$ cat config.mk
export PLATFORM = sky130hd
export DESIGN_NAME = zc_qualifier
export DESIGN_NICKNAME = d
export VERILOG_FILES = /design/src/rtl/zc_pkg.sv /design/src/rtl/zc_sync.sv /design/src/rtl/zc_edge_fsm.sv /design/src/rtl/zc_lock_timer.sv /design/src/rtl/zc_qualifier.sv
export SDC_FILE = /design/constraint.sdc
export NUM_CORES = 1
export LEC_CHECK = 0
export ABC_AREA = 1
export BUFFER_PORTS_ARGS = -buffer_cell sky130_fd_sc_hd__buf_2
export CAP_MARGIN = 25
export CORE_UTILIZATION = 60
export CTS_BUF_LIST = sky130_fd_sc_hd__clkbuf_16
export CTS_CLUSTER_DIAMETER = 40
export DETAILED_ROUTE_END_ITERATION = 8
export GPL_ROUTABILITY_DRIVEN = 0
export PLACE_DENSITY_LB_ADDON = 0.25
export SYNTH_ARGS = -nofsm -noshare
export SYNTH_HDL_FRONTEND = slang
export SYNTH_SLANG_ARGS = --single-unit
$ cat constraint.sdc
create_clock -name clk -period 1.8 [get_ports clk]
set_input_delay 0.27 -clock clk [delete_from_list [all_inputs] [get_ports clk]]
set_output_delay 0.27 -clock clk [all_outputs]
set_load 0.05 [all_outputs]
$ cat src/rtl/zc_pkg.sv
package zc_pkg;

   typedef enum logic [2:0] {
      ZC_ARM       = 3'd0,
      ZC_WAIT_FALL = 3'd1,
      ZC_DEB_FALL  = 3'd2,
      ZC_WAIT_RISE = 3'd3,
      ZC_DEB_RISE  = 3'd4,
      ZC_COMP      = 3'd5
   } zc_state_e;

   function automatic int zc_max(input int a, input int b);
      return (a > b) ? a : b;
   endfunction

endpackage

$ cat src/rtl/zc_sync.sv
module zc_sync #(
   parameter int STAGES = 2
) (
   input  logic clk,
   input  logic rst_n,
   input  logic async_in,
   output logic sync_out
);
   logic [STAGES-1:0] chain;

   genvar g;
   generate
      for (g = 0; g < STAGES; g++) begin : g_stage
         if (g == 0) begin : g_first
            always_ff @(posedge clk or negedge rst_n) begin
               if (!rst_n) chain[0] <= 1'b0;
               else        chain[0] <= async_in;
            end
         end else begin : g_next
            always_ff @(posedge clk or negedge rst_n) begin
               if (!rst_n) chain[g] <= 1'b0;
               else        chain[g] <= chain[g-1];
            end
         end
      end
   endgenerate

   assign sync_out = chain[STAGES-1];
endmodule

$ cat src/rtl/zc_edge_fsm.sv
module zc_edge_fsm
   import zc_pkg::*;
#(
   parameter int DEB_CYC  = 250,
   parameter int COMP_CYC = 100
) (
   input  logic clk,
   input  logic rst_n,
   input  logic lvl,
   input  logic full_mode,
   output logic fall_p,
   output logic ref_p,
   output logic confirm
);
   localparam int CNT_MAX = zc_max(DEB_CYC, COMP_CYC);
   localparam int CW      = (CNT_MAX < 2) ? 1 : $clog2(CNT_MAX + 1);
   localparam int COMP_L  = (COMP_CYC > 0) ? COMP_CYC - 1 : 0;
   localparam logic [CW-1:0] DEB_LAST  = CW'(DEB_CYC - 1);
   localparam logic [CW-1:0] COMP_LAST = CW'(COMP_L);

   zc_state_e       st, st_nxt, rise_done_st;
   logic [CW-1:0]   cnt, cnt_nxt;
   logic            fall_nxt, ref_nxt;

   generate
      if (COMP_CYC > 0) begin : g_comp
         assign rise_done_st = ZC_COMP;
      end else begin : g_nocomp
         assign rise_done_st = ZC_WAIT_FALL;
      end
   endgenerate

   always_comb begin
      st_nxt   = st;
      cnt_nxt  = cnt;
      fall_nxt = 1'b0;
      ref_nxt  = 1'b0;
      confirm  = 1'b0;
      case (st)
         ZC_ARM: begin
            if (lvl) st_nxt = ZC_WAIT_FALL;
         end
         ZC_WAIT_FALL: begin
            if (!lvl) begin
               st_nxt  = ZC_DEB_FALL;
               cnt_nxt = '0;
            end
         end
         ZC_DEB_FALL: begin
            cnt_nxt = cnt + 1'b1;
            if (cnt == DEB_LAST) begin
               if (!lvl) begin
                  confirm  = 1'b1;
                  fall_nxt = 1'b1;
                  ref_nxt  = 1'b1;
                  st_nxt   = ZC_WAIT_RISE;
               end else begin
                  st_nxt   = ZC_WAIT_FALL;
               end
            end
         end
         ZC_WAIT_RISE: begin
            if (lvl) begin
               st_nxt  = ZC_DEB_RISE;
               cnt_nxt = '0;
            end
         end
         ZC_DEB_RISE: begin
            cnt_nxt = cnt + 1'b1;
            if (cnt == DEB_LAST) begin
               if (lvl) begin
                  confirm = 1'b1;
                  cnt_nxt = '0;
                  st_nxt  = rise_done_st;
                  ref_nxt = (rise_done_st == ZC_WAIT_FALL) && !full_mode;
               end else begin
                  st_nxt  = ZC_WAIT_RISE;
               end
            end
         end
         ZC_COMP: begin
            cnt_nxt = cnt + 1'b1;
            if (cnt == COMP_LAST) begin
               ref_nxt = !full_mode;
               st_nxt  = ZC_WAIT_FALL;
            end
         end
         default: st_nxt = ZC_ARM;
      endcase
   end

   always_ff @(posedge clk or negedge rst_n) begin
      if (!rst_n) begin
         st     <= ZC_ARM;
         cnt    <= '0;
         fall_p <= 1'b0;
         ref_p  <= 1'b0;
      end else begin
         st     <= st_nxt;
         cnt    <= cnt_nxt;
         fall_p <= fall_nxt;
         ref_p  <= ref_nxt;
      end
   end
endmodule

$ cat src/rtl/zc_lock_timer.sv
module zc_lock_timer #(
   parameter int TIMEOUT = 12499
) (
   input  logic clk,
   input  logic rst_n,
   input  logic qual,
   output logic locked
);
   localparam int TW = (TIMEOUT < 2) ? 1 : $clog2(TIMEOUT + 1);
   localparam logic [TW-1:0] T_LAST = TW'(TIMEOUT - 1);

   logic [TW-1:0] age;

   always_ff @(posedge clk or negedge rst_n) begin
      if (!rst_n) begin
         age    <= '0;
         locked <= 1'b0;
      end else if (qual) begin
         age    <= '0;
         locked <= 1'b1;
      end else if (locked) begin
         if (age == T_LAST) locked <= 1'b0;
         else               age    <= age + 1'b1;
      end
   end
endmodule

$ cat src/rtl/zc_qualifier.sv
module zc_qualifier #(
   parameter int SYNC_STAGES = 2,
   parameter int DEB_CYC     = 250,
   parameter int COMP_CYC    = 100,
   parameter int HALF_CYC    = 8333
) (
   input  logic clk,
   input  logic rst_n,
   input  logic zvd_raw,
   input  logic full_mode,
   output logic ref_strobe,
   output logic cycle_strobe,
   output logic locked
);
   localparam int LOCK_TIMEOUT = HALF_CYC + HALF_CYC / 2;

   generate
      if (SYNC_STAGES < 2) begin : g_bad_sync
         $error("zc_qualifier: SYNC_STAGES must be at least 2");
      end
      if (DEB_CYC < 1) begin : g_bad_deb
         $error("zc_qualifier: DEB_CYC must be at least 1");
      end
      if (COMP_CYC < 0) begin : g_bad_comp
         $error("zc_qualifier: COMP_CYC must not be negative");
      end
      if (LOCK_TIMEOUT <= DEB_CYC + COMP_CYC) begin : g_bad_half
         $error("zc_qualifier: HALF_CYC too short for debounce and compensation");
      end
   endgenerate

   logic lvl_s;
   logic confirm;

   zc_sync #(.STAGES(SYNC_STAGES)) u_sync (
      .clk      (clk),
      .rst_n    (rst_n),
      .async_in (zvd_raw),
      .sync_out (lvl_s)
   );

   zc_edge_fsm #(.DEB_CYC(DEB_CYC), .COMP_CYC(COMP_CYC)) u_fsm (
      .clk       (clk),
      .rst_n     (rst_n),
      .lvl       (lvl_s),
      .full_mode (full_mode),
      .fall_p    (cycle_strobe),
      .ref_p     (ref_strobe),
      .confirm   (confirm)
   );

   zc_lock_timer #(.TIMEOUT(LOCK_TIMEOUT)) u_lock (
      .clk    (clk),
      .rst_n  (rst_n),
      .qual   (confirm),
      .locked (locked)
   );
endmodule

* After elaboration in Yosys (flattened, before gate mapping)
Index checks and enable logic that the tools add are counted.
W data, S select, Z words.
** Operators by class
- Add/subtract/negate cells :: 2
- Equal/unequal tests :: 15
- Mux-type cells :: 28
- Reduce and logical (&&, ||, !) cells :: 8
** Operator list (number)
- $mux W14 :: 3
- $mux W8 :: 4
- $pmux W8 S4 :: 1
- $mux W3 :: 7
- $pmux W3 S6 :: 1
- $add A14 B1 Y14 const B :: 1
- $eq A14 B14 Y1 const B :: 1
- $mux W1 :: 9
- $add A8 B1 Y8 const B :: 1
- $eq A8 B7 Y1 const B :: 1
- $eq A8 B8 Y1 const B :: 1
- $ne A2 B2 Y1 const B :: 4
- $eq A3 B2 Y1 const B :: 2
- $eq A3 B3 Y1 const B :: 2
- $ne A2 B1 Y1 const B :: 3
- $reduce_and A6 Y1 :: 1
- $pmux W1 S2 :: 2
- $reduce_bool A4 Y1 :: 1
- $eq A3 B1 Y1 const B :: 1
- $logic_not A3 Y1 :: 1
- $reduce_and A3 Y1 :: 1
- $mux W2 :: 1
- $reduce_and A2 Y1 :: 1
- $reduce_bool A2 Y1 :: 1
- other kinds (2) :: 2
** Storage, ports and cells
- Flip-flop bits (word level) :: 30
- Input port bits :: 4
- Output and inout bits :: 3
- Word-level logic and storage cells :: 61

* Logic depth before layout (Yosys ltp)
Gate-level depths: netlist of run 1.
- Depth in word-level cells :: 5
- Gate-level depth with buffers :: 10
- Gate-level depth less buffers :: 10

* Modules after synthesis
A second synthesis of run 1 with hierarchy kept.
** Second synthesis, totals
- Cell total of the unflattened synthesis :: 277
- Area, all modules :: 1950.6 µm²
** Modules (own cells, without submodules)
- zc_lock_timer :: times used 1, cells each 142, area each 1008.5 µm², seq. area each 375.4 µm²
- zc_edge_fsm :: times used 1, cells each 133, area each 892.1 µm², seq. area each 325.3 µm²
- zc_sync :: times used 1, cells each 2, area each 50.0 µm², seq. area each 50.0 µm²

* Least setup slack after synthesis of run 1
OpenSTA, ideal clock, no wires.
- Path kind :: register to register
- From :: register u_lock.locked
- To :: register u_lock.age[2]
- Library setup time :: 0.117 ns
- Arrival :: 1.357 ns
- Required time :: 1.683 ns
- Path slack :: 0.325 ns
- Stages on the path, launching flop included :: 6
- Buffers on the path :: 2
- Period minus slack after synthesis :: 1.475 ns
- Path through :: dfrtp_1 clkbuf_1 nand2_1 buf_4 o21ai_1 nor2_1
** On the way
- Cells in the longest elaborated chain, start to end :: 2
** RTL lines
- from (decl) :: RTL line zc_lock_timer.sv:7 : output logic locked
- from (signal assigned) :: RTL line zc_lock_timer.sv:17 : locked <= 1'b0;
- from (signal assigned) :: RTL line zc_lock_timer.sv:20 : locked <= 1'b1;
- from (signal assigned) :: RTL line zc_lock_timer.sv:22 : if (age == T_LAST) locked <= 1'b0;
- $reduce_bool A2 Y1 (no source line)
- $reduce_and A2 Y1 (no source line)
- to (signal assigned) :: RTL line zc_lock_timer.sv:23 : else age <= age + 1'b1;
- to (decl) :: RTL line zc_lock_timer.sv:12 : logic [TW-1:0] age;
Every way passes these cells.
A chain may end at the register's enable or synchronous reset.

* Worst setup path after layout of run 1
- From :: register u_lock.age[0]
- To :: register u_lock.age[4]
** On the way
- Cells in the longest elaborated chain, start to end :: 4
- Elaborated cells on any way between the ends :: 7
- Classes of those cells :: 1 x add/sub; 2 x eq/ne; 3 x mux; 1 x reduce/logical
** RTL lines
- $add A14 B1 Y14 :: RTL line zc_lock_timer.sv:23
- $mux W14 :: RTL line zc_lock_timer.sv:22
- $mux W14 :: RTL line zc_lock_timer.sv:21 : end else if (locked) begin
- $mux W14 :: RTL line zc_lock_timer.sv:18 : end else if (qual) begin
Several ways; a longest one is shown, not always the timed one. The select of a mux whose other input is x is not followed.

==> results.txt, run 1 <==
- Status: finished, final reports clean
* Clock Skews: 0.00765 ns
- Relative area change from synthesis to final layout: 11.1%
* Xor/xnor cell area share of the yosys netlist: 0.0138
- The library cells used most frequently in the layout, excluding fill and tap cells, are 68 x nand2_1, 38 x nand3_1, 37 x nor2_1.
* Final-layout setup total negative slack: 0 ns
- Remaining global-route overflow: 0
* Antenna Diode Count: 0
- Register area share after synthesis: 0.393
* Routed wire length on met2: 1750 um
- Post-route cell area: 2120 um2
- Count of maximum capacitance violations: 0
* Hold Fails Final Rpt: 0
- The detailed router put a total of 1990 um of wire on met1.
* Register bit total from synthesis: 30
- The signal on the critical path passes through inv_1, ha_1, nand3_1, nor2_1, nand2_2, nand2_4, nand2_2, nand3b_1, nand2_1.
* Switching power as a share of total power: 0.342
* Placeable core region: slightly above 3000 um2
- Net switching power: around 0.00074 W
- No sink is reached through more buffers than the 2 on the longest clock path.
- Based on the critical path, the design can be clocked at up to 610 MHz.
- Input/output buffers: 6
- The worst setup path is launched from a flip-flop.
- TritonCTS built the clock tree.
- Area used by multi-input combinational logic: 1000 um2
* Residual DRC: 0
- Post-DP HPWL: 2830 um
* Cell repeated most along the worst path: nand2_2
* Number of antenna violations at the first check in global routing: 0
- Grouping stages by cell kind, the critical path spends the most delay in simple AND/OR/NAND/NOR gates.
- Using the TritonRoute via totals, the vias-per-cell ratio works out to 5.35.
- During synthesis, Yosys emitted a total of 0 warnings.
- Data on the critical path arrives at its endpoint at 1.80 ns.
* CP max stage cell: dfrtp_1
- Met3 wire len: 199 um
* Most common cell after layout, fill and taps aside: nand2_1
* Remaining antenna violation count: 0
* Crit path required time: 1.96 ns
- Starting Density: 0.630
- For this design the static power due to leakage is 1.02 nW.
* Pin count of the biggest net entering global routing: 31
* Buffer type at the clock tree root: clkbuf_16
- Counting every sink on the clock net gives 30.
* Syn_nets: 280
- Summing all placed instances gives a cell area of 1980 um2.
* Adder-Cell Fraction of Synth Area: 0.0262
- Mapped Area: 1910 um2
* Die outline height: around 58 um
- CTS built an H-tree with a depth of 2.
* Total Routing Usage GR: 0.261
- Cell internal power was estimated by the tool at 0.00141 W.
- Averaged over all synthesized cells, the footprint is roughly 7 um2.
- Final Max Tran Viols: 0
* Delay of the slowest critical-path stage: 0.42 ns
- The worst setup path is captured at a flip-flop.
* Insertion delay to the later sink of the worst-skew pair: around 0.27 ns
- Of the total power, the clock network draws 0.351.
- Buffers added to address setup during post-CTS repair amount to 0.
* Power density over cell area: 1010 nW/um2
- The worst setup path is of the flip-flop to flip-flop kind.
- The compound-cell area share of the yosys netlist is 0.0689.
* First-pass GRT wire length: approximately 6800 um
* Sequential share of power: 0.385
* Post-synth top area share: 0.393
- After detailed routing, the total wire length is 3970 um.
- The first detailed-routing pass took 4 iterations.
- Number of vias after detailed routing: 1751
* Utilization of the core after routing: 0.700
* Rows: 20
- Fillcell total: 251
* Fin crit share: 0.911
- Detailed-route wire length per cell: 12.1 um
* Number of different library cells in the post-synthesis netlist: 27
* Highest ir drop seen on vdd: roughly 0.56 mV
- Synthesis produced 272 cells.
* Remaining max-slew budget at the tightest pin: 0.544
* Main combinational cell family by area after synthesis: simple AND/OR/NAND/NOR gates
- Largest fanout of any net on the critical path: 10
* Die area: roughly 3400 um2
- For this design the top-level I/O count stands at 7.
* Worst slew pin tran: 0.684 ns
- Clock-pin slew was measured on the worst setup and hold paths at roughly 0.050 ns.
- Together, buffers and inverters on the worst path number 1.
- After synthesis, the share of cell area in mux cells is 0.
- Dominant cell type by area after synthesis: dfrtp_1
- The first routing iteration left ~150 violations.
- Fraction of layout cells with a size suffix above 1: 0.113
* Uppermost layer routed: met4
- For the finished layout, the period the worst path requires is ~1.6 ns.
* Largest cells by area after synthesis: dfrtp_1 39%, nand2_1 14%, nand3_1 10%, nor2_1 7.5%, inv_1 6.5%
* Hold crit path type: primary input to asynchronous set/reset pin
- Horizontal die dimension: 58.4 um
* Post-Synth Simple-Gate Area: 0.410
- Sequential cell area: 751 um2
- Buffers inserted during clock tree synthesis total 5.
- The net count of the finished layout is 291.
* Vias in the first global route: 1537
- Setup violations remaining at the end of the flow were counted as 0.
- Setup repair after global routing left no endpoint under its margin.
* Power share of the combinational group: 0.264
[worst paths after layout]
check                                  end  cells past startpoint       startpoint  slack, ns
hold / removal                 u_fsm.st[2]                      1            rst_n       0.04
setup reg to reg             u_lock.age[4]                      9    u_lock.age[0]       0.16
min in group clk           u_sync.chain[0]                      1          zvd_raw       0.11
max in group asynchronous     u_fsm.cnt[5]                      1            rst_n       1.31
hold reg to reg            u_sync.sync_out                      0  u_sync.chain[0]       0.36
setup / recovery             u_lock.age[4]                      9    u_lock.age[0]       0.16
[sequential cells by signal (all words and copies together), names as in the netlist]
signal           cells
u_lock.locked        1
u_fsm.cnt            8
u_lock.age          14
u_fsm.ref_p          1
u_sync.chain         1
u_sync.sync_out      1
u_fsm.st             3
u_fsm.fall_p         1
[synthesized netlist by cell type, drive strengths merged]
| library cell | instances |
|---|---|
| dfrtp | 30 |
| xor2 | 2 |
| clkinv | 1 |
| nand2 | 76 |
| nor3 | 5 |
| ha | 4 |
| inv | 37 |
| o21bai | 4 |
| nand4 | 8 |
| nor2 | 42 |
| xnor2 | 1 |
| o21ai | 11 |
| clkbuf | 1 |
| buf | 2 |
| nand3 | 38 |
| a21oi | 3 |
| nand3b | 5 |
| a21boi | 1 |
| o32ai | 1 |
[logic make-up (layout without fill, tap and decap cells)]
kind of cell / count (synthesis) / in the layout
buffers and inverters: 41 / 52
AO/OA/AOI/OAI: 20 / 20
AND/OR/NAND/NOR: 174 / 174
flip-flops: 30 / 30
adder cells (fa/ha/maj): 4 / 4
XOR/XNOR: 3 / 3
[metrics by stage]
stage | hold WS (ns) | setup slack, ns | cells | power (W)
floorplan | -0.0256 | 0.325 | 272 | 0.00127
global placement | 0.340 | 0.166 | 320 | 0.00139
detailed placement | 0.342 | 0.151 | 320 | 0.00140
CTS | 0.0577 | 0.0818 | 327 | 0.00216
global route | 0.0888 | 0.00473 | 327 | 0.00230
finish | 0.0391 | 0.160 | 327 | 0.00215
[power groups by stage]
| stage | sequential, W | combinational, W | clock, W |
|---|---|---|---|
| floorplan | 0.000817 | 0.000450 | 0 |
| global placement | 0.000833 | 0.000560 | 0 |
| detailed placement | 0.000835 | 0.000563 | 0 |
| CTS | 0.000824 | 0.000569 | 0.000763 |
| global route | 0.000838 | 0.000667 | 0.000794 |
| finish | 0.000827 | 0.000568 | 0.000754 |
[per-layer routing]
layer	vias to the layer above	GRT usage
li1	895	-
met1	803	0.387
met2	48	0.378
met3	5	0.0571
met4	0	0.0850
met5	-	0
[what timing repair did]
item	4_1_cts	5_1_grt
hold endpoints to repair	0	0
hold buffers	0	0
setup endpoints to repair	0	8
resized for setup	0	3
[final cells by class]
| cell class | instances | area share |
|---|---|---|
| multi-input cells | 201 | 0.472 |
| well taps | 44 | 0.0260 |
| inverters | 38 | 0.0678 |
| flip-flops and latches | 30 | 0.354 |
| clock buffers | 5 | 0.0590 |
| clock inverters | 2 | 0.00354 |
| repair buffers | 7 | 0.0177 |
(Power assumes the default switching activity.)
==> inputs of run 2 (changes only) <==
--- a/config.mk
+++ b/config.mk
@@ -14,6 +14,7 @@
 export DETAILED_ROUTE_END_ITERATION = 8
 export GPL_ROUTABILITY_DRIVEN = 0
 export PLACE_DENSITY_LB_ADDON = 0.25
+export REMOVE_ABC_BUFFERS = 1
 export SYNTH_ARGS = -nofsm -noshare
 export SYNTH_HDL_FRONTEND = slang
 export SYNTH_SLANG_ARGS = --single-unit
==> constraint.sdc (replaced) <==
create_clock -name clk -period 1.6 [get_ports clk]
set_input_delay 0.24 -clock clk [delete_from_list [all_inputs] [get_ports clk]]
set_output_delay 0.24 -clock clk [all_outputs]
set_load 0.05 [all_outputs]
==> results.txt, run 2 (synthesis gave the netlist of run 1 again) <==
* Residual DRC: 0
* Highest ir drop seen on vdd: 1.06 mV
* Die outline height: a little under 60 um
- Hold crit path type: primary input to asynchronous set/reset pin
- The critical path is of the flip-flop to flip-flop type.
- In this run the worst setup path begins at u_fsm.cnt[1].
- Largest register by flop count: u_lock.age
- TritonCTS created 5 clock buffers.
- Dividing the detail-routed via count by the number of cells gives approximately 5.5.
- For this run, the post-layout net count is 305.
- Fraction of layout cells with a size suffix above 1: 0.188
- The flow ran to the end, but the final reports show violations.
- Walking the worst path, the cells encountered are buf_4, ha_2, inv_1, nor3_1, nand2_1, nand2_1, nand2_1, nor2_4, nand2_1, o21ai_0.
* Clock transition time at the flip-flop clock pins of the worst setup and hold paths: 0.05 ns
- Crit path launch type: flip-flop
- Remaining global-route overflow: 0
* Worst Setup Slack, final: 0.0825 ns
- The count of endpoints failing hold in the final timing report was 30.
* Fillcell total: 234
- Counting every sink on the clock net gives 30.
- The initial utilization of the core area, before any placement, comes to 0.630.
- Summing all multi-input logic gate instances after layout gives between 1000 and 1500 um2.
- Detailed-route wire length per cell: approximately 13 um
- Remaining max-slew budget at the tightest pin: 0.565
- Number of vias after detailed routing: ~1900
- Rows: 20
- CP max stage cell: dfrtp_1
- The worst path in the final design needs a cycle of 1.52 ns, including I/O delays and setup.
- Number of setup violations in the final report: 0
- In this run the horizontal extent of the chip is about 60 um.
* Post-DP HPWL: 2860 um
- For this run, the top clock speed supported by timing is 659 MHz.
- Power density over cell area: 1160 nW/um2
* Fin crit share: 0.948
* Clock Skews: 0.00600 ns
- Delay of the slowest critical-path stage: about 0.39 ns
- Number of buffers between clock root and the deepest sink: 2
- Entering global routing, the biggest net connects 31 pins.
- Largest fanout of any net on the critical path: 5
- Antenna Diode Count: 0
- The most numerous cell type found on the critical path is nand2_1.
- First drt pass iteration count: 4
* Crit path buffers/inverters: 2
* Setup repair after global routing missed its margin: yes
- In the final layout, the registers with the most flip-flops are u_lock.age: 14 flops, u_fsm.cnt: 8 flops, u_fsm.st: 3 flops.
* Placeable core region: 3030 um2
* Setup slack at placement: -0.0112 ns
- In this run the static leakage power is 1.11 nW.
- First-pass GRT wire length: 7030 um
- Most common cell after layout, fill and taps aside: nand2_1
* Number of top-level pins: 7
- Count of H-tree levels built during CTS: 2
- The count of buffers added on input and output ports is 6.
- Total routed wirelength: 4500 um
- The startpoint identified for the worst register-to-register timing path is u_fsm.cnt[1].
- CTS tree: done
- Fin Hold WS: -0.0161 ns
- Failing checks: negative hold slack
- Registers take 751 um2.
* Largest delay contributor family on the critical path: simple AND/OR/NAND/NOR gates
- The tree is rooted in a clkbuf_16.
- Relative area change from synthesis to final layout: 20.0%
- Leading cell types in the layout, fill and taps excluded: 67 x nand2_1, 37 x nand3_1, 33 x inv_1, 33 x nor2_1, 30 x dfrtp_1
* Count of maximum capacitance violations: 0
* Remaining antenna violation count: 0
* Die area: ~3400 um2
* Worst endpoint data arrival time: 1.72 ns
- Vias in the first global route: 1571
- Insertion delay to the later sink of the worst-skew pair: 0.28 ns
- Final Max Tran Viols: 0
* Worst slew pin tran: about 0.65 ns
* Crit path required time: 1.80 ns
- Drt initial violations: 202
- In the global route stage, overall resource usage came out at 0.276.
* Largest register FFs: 14
- The number of antenna violations at the first check in global routing is 0.
- Type of destination of the critical path: flip-flop
-- run 2: worst paths after layout --
kind | endpoint | slack [ns] | depth (start not counted)
setup / recovery | u_fsm.st[1] | 0.08 | 10
min in group clk | u_sync.chain[0] | 0.06 | 1
hold / removal | u_fsm.st[0] | -0.02 | 1
hold reg to reg | u_sync.sync_out | 0.36 | 0
max in group asynchronous | u_fsm.cnt[6] | 1.19 | 1
setup reg to reg | u_fsm.st[1] | 0.08 | 10
-- run 2: final cells by class --
type | count | area share
well taps | 44 | 0.0240
inverters | 38 | 0.0634
flip-flops and latches | 30 | 0.328
repair buffers | 20 | 0.0607
clock buffers | 5 | 0.0546
clock inverters | 3 | 0.00546
multi-input cells | 202 | 0.464
-- run 2: worst reg2reg max path, cell delays in order, from the launching register on --
cell and delay [ns]:
dfrtp_1 0.39, buf_4 0.13, ha_2 0.18, inv_1 0.06, nor3_1 0.13, nand2_1 0.11
nand2_1 0.08, nand2_1 0.08, nor2_4 0.13, nand2_1 0.08, o21ai_0 0.07
-- run 2: per-layer routing --
| metal | vias up | GRT usage | routed length (um) |
|---|---|---|---|
| met2 | 70 | 0.396 | 2030 |
| li1 | 927 | - | - |
| met3 | 6 | 0.0681 | 316 |
| met5 | - | 0 | 0 |
| met1 | 873 | 0.399 | 2100 |
| met4 | 0 | 0.109 | 57 |
-- run 2: where the power goes --
part,internal [W],switching [W]
Combinational,0.000298,0.000539
Clock,0.000561,0.000333
Sequential,0.000835,0.0000844
Total,0.00169,0.000956
-- run 2: stage by stage --
step | instances | utilization | setup TNS [ns] | instance area, um2 | total power (W)
after floorplan | 269 | - | 0 | 1890 | 0.00143
after global placement | 329 | 0.676 | 0 | 2050 | 0.00162
after detailed placement | 329 | 0.676 | -0.0112 | 2050 | 0.00162
after CTS | 337 | 0.724 | 0 | 2190 | 0.00252
after global routing | 342 | 0.756 | -0.121 | 2290 | 0.00280
final | 342 | 0.756 | 0 | 2290 | 0.00265
-- run 2: timing repair --
item | 4_1_cts | 5_1_grt
hold buffers | 0 | 0
endpoints found under the setup margin | 7 | 18
buffers inserted | 0 | 4
resized for setup | 2 | 19
pin swaps | 0 | 6
cloned | 0 | 1
==> inputs of run 3 (changes only) <==
==> constraint.sdc (replaced) <==
create_clock -name clk -period 1.53 [get_ports clk]
set_input_delay 0.2295 -clock clk [delete_from_list [all_inputs] [get_ports clk]]
set_output_delay 0.2295 -clock clk [all_outputs]
set_load 0.05 [all_outputs]
==> results.txt, run 3 (synthesis gave the netlist of run 1 again) <==
- Count of maximum capacitance violations: 0
- Drt initial violations: 199
* Number of top-level pins: 7
* Power density over cell area: 1200 nW/um2
- The count of endpoints failing hold in the final timing report was 28.
- In the finished design, the share of the clock period the worst path needs comes to 1.02.
* Crit path launch type: flip-flop
* Total Routing Usage GR: 0.287
- Post-layout total power: ~0.0028 W
* Via count normalized by instance count: ~5.6
* CTS tree: done
- In this run the number of H-tree levels came out at 2.
- First drt pass iteration count: 5
- Failing checks: negative hold slack, negative setup slack
- The worst setup path is captured at a flip-flop.
- Pin count of the biggest net entering global routing: 31
- No sink is reached through more buffers than the 2 on the longest clock path.
- The startpoint identified for the worst register-to-register timing path is u_fsm.cnt[0].
- For this configuration, the core starts out at a cell density of 0.630.
- TritonCTS created 5 clock buffers.
- Highest ir drop seen on vdd: between 0.9 and 1 mV
- The final layout contains routed wiring with a total length of between 4000 and 5000 um.
- Fill cells in the final layout number roughly 220.
* Number of antenna violations at the first check in global routing: 0
- The floorplan has 20 rows.
- Cell repeated most along the worst path: nand2_1
- Setup total negative slack on the finished layout was measured at -0.0343 ns.
- The min-delay analysis places its worst path in the category primary input to asynchronous set/reset pin.
- Delay of the slowest critical-path stage: 0.41 ns
* Net count, final: 309
- Final hold analysis gives a worst-case slack of -0.0216 ns.
- Vias in the first global route: 1674
- The register with the most flip-flops in the layout has 14 of them.
* Remaining max-slew budget at the tightest pin: 0.557
* Hold bufs inserted after CTS: 0
* Insertion delay to the later sink of the worst-skew pair: 0.28 ns
* Startpoint of the worst setup timing path: u_fsm.cnt[0]
* Setup repair after global routing missed its margin: yes
* Leading cell types in the layout, fill and taps excluded: 66 x nand2_1, 36 x nand3_1, 33 x nor2_1
- Remaining antenna violation count: 0
- In the final layout, the share of cells above drive strength 1 is 0.235.
- Clock tree synthesis selected as its root buffer the cell clkbuf_16.
* Largest fanout of any net on the critical path: 5
* Most common cell after layout, fill and taps aside: nand2_1
- Number of setup violations in the final report: 1
* First-pass GRT wire length: 7320 um
* Relative area change from synthesis to final layout: 23.9%
- Input and output buffers added on the ports amount to 6.
- Crit path required time: 1.71 ns
* Largest regs: u_lock.age: 14 flops, u_fsm.cnt: 8 flops, u_fsm.st: 3 flops
- The final route contains 1921 vias.
- The critical path goes through buf_6, ha_4, inv_2, nor3_2, nand2_1, nand2_1, nand2_2, nor2_4, nand2_1, o21ai_0.
* Highest clock rate: ~640 MHz
- Placeable core region: 3030 um2
* Worst Setup Slack, final: -0.0343 ns
- 0 antenna diodes ended up in the layout.
- Post-DP HPWL: 3000 um
* Die area: between 3000 and 4000 um2
- Remaining global-route overflow: 0
* Clock transition time at the flip-flop clock pins of the worst setup and hold paths: 0.05 ns
- For the final database, setup skew stands at 0.00899 ns.
- Residual DRC: 0
- In this run the cell area measured after placement is 2080 um2.
- The clock net in this run drives a total of 30 sinks.
- Final Max Tran Viols: 0
* Status: finished with violations
- The die is 58.4 um tall.
* Post-layout min period: 1.56 ns
- The analysis attributes to cell leakage a power of approximately 1.1 nW.
* Path type of the worst setup path: flip-flop to flip-flop
- STA puts the critical path data arrival time at around 1.7 ns.
- u_lock.age holds more flip-flops than any other register.
* Detailed-route wire length per cell: 13.8 um
- The die is 58.4 um wide.
- CP max stage cell: dfrtp_1
* Worst slew pin tran: 0.665 ns
- With fillers left out, the area of the finished cells amounts to 2360 um2.
-- run 3: cell types whose count changed in the layout (fill, tap and decap cells not counted), moves of 2 or more --
cell     before  now
dfrtp_1      30   27
buf_4        13   15
dfrtp_2       0    3
buf_6         1    3
nand2_2       5    7
inv_2         5    8
inv_1        33   30
-- run 3: metal layers --
metal  vias to the layer above  global-route usage  part of all wire
met2                        91               0.433              0.47
met4                         0               0.119             0.024
met1                       873               0.384              0.43
met3                        21              0.0879             0.082
li1                        936                   -                 -
met5                         -                   0                 0
-- run 3: layout make-up --
| cell class | count | area (um2) | area share |
|---|---|---|---|
| Clock buffer | 5 | 125 | 0.0529 |
| Sequential cell | 30 | 754 | 0.319 |
| Multi-Input combinational cell | 202 | 1090 | 0.463 |
| Clock inverter | 3 | 12.5 | 0.00529 |
| Inverter | 38 | 145 | 0.0614 |
| Tap cell | 44 | 55.1 | 0.0233 |
| Timing Repair Buffer | 24 | 176 | 0.0746 |
-- run 3: path summary, 6_finish.rpt --
path | slack, ns | to | cells after the start
min in group clk | 0.05 | u_sync.chain[0] | 1
max reg2reg | -0.03 | u_fsm.st[1] | 10
max in group asynchronous | 1.08 | u_fsm.st[2] | 1
min reg2reg | 0.35 | u_sync.sync_out | 0
max | -0.03 | u_fsm.st[1] | 10
min | -0.02 | u_fsm.st[0] | 1
-- run 3: worst max-delay path, delay by kind of cell (launching register included) --
family / cells / cell delay (ns)
buffers and inverters: 2 / 0.18
AND/OR/NAND/NOR: 6 / 0.64
adder cells (fa/ha/maj): 1 / 0.14
flip-flops: 1 / 0.41
AO/OA/AOI/OAI: 1 / 0.11
-- run 3: where the power goes --
part | total (W) | switching (W) | leakage (nW) | internal [W]
combinational | 0.000953 | 0.000602 | 0.647 | 0.000351
sequential | 0.000960 | 0.0000823 | 0.402 | 0.000878
clock | 0.000924 | 0.000338 | 0.0724 | 0.000585
-- run 3: timing repair --
action / CTS / global route
resized for setup: 2 / 30
endpoints found under the setup margin: 15 / 25
cloned: 0 / 1
setup buffers: 1 / 3
pin swaps: 0 / 10
-- run 3: metrics by stage --
| step | setup WS, ns | hold WS, ns | cells | util |
|---|---|---|---|---|
| 2_1_floorplan | -0.0205 | -0.0661 | 269 | - |
| 3_3_place_gp | 0.00592 | 0.300 | 333 | 0.686 |
| 3_5_place_dp | -0.0908 | 0.301 | 333 | 0.686 |
| 4_1_cts | -0.000883 | 0.00538 | 342 | 0.736 |
| 5_1_grt | -0.152 | 0.0482 | 346 | 0.781 |
| 6_report | -0.0343 | -0.0216 | 346 | 0.781 |
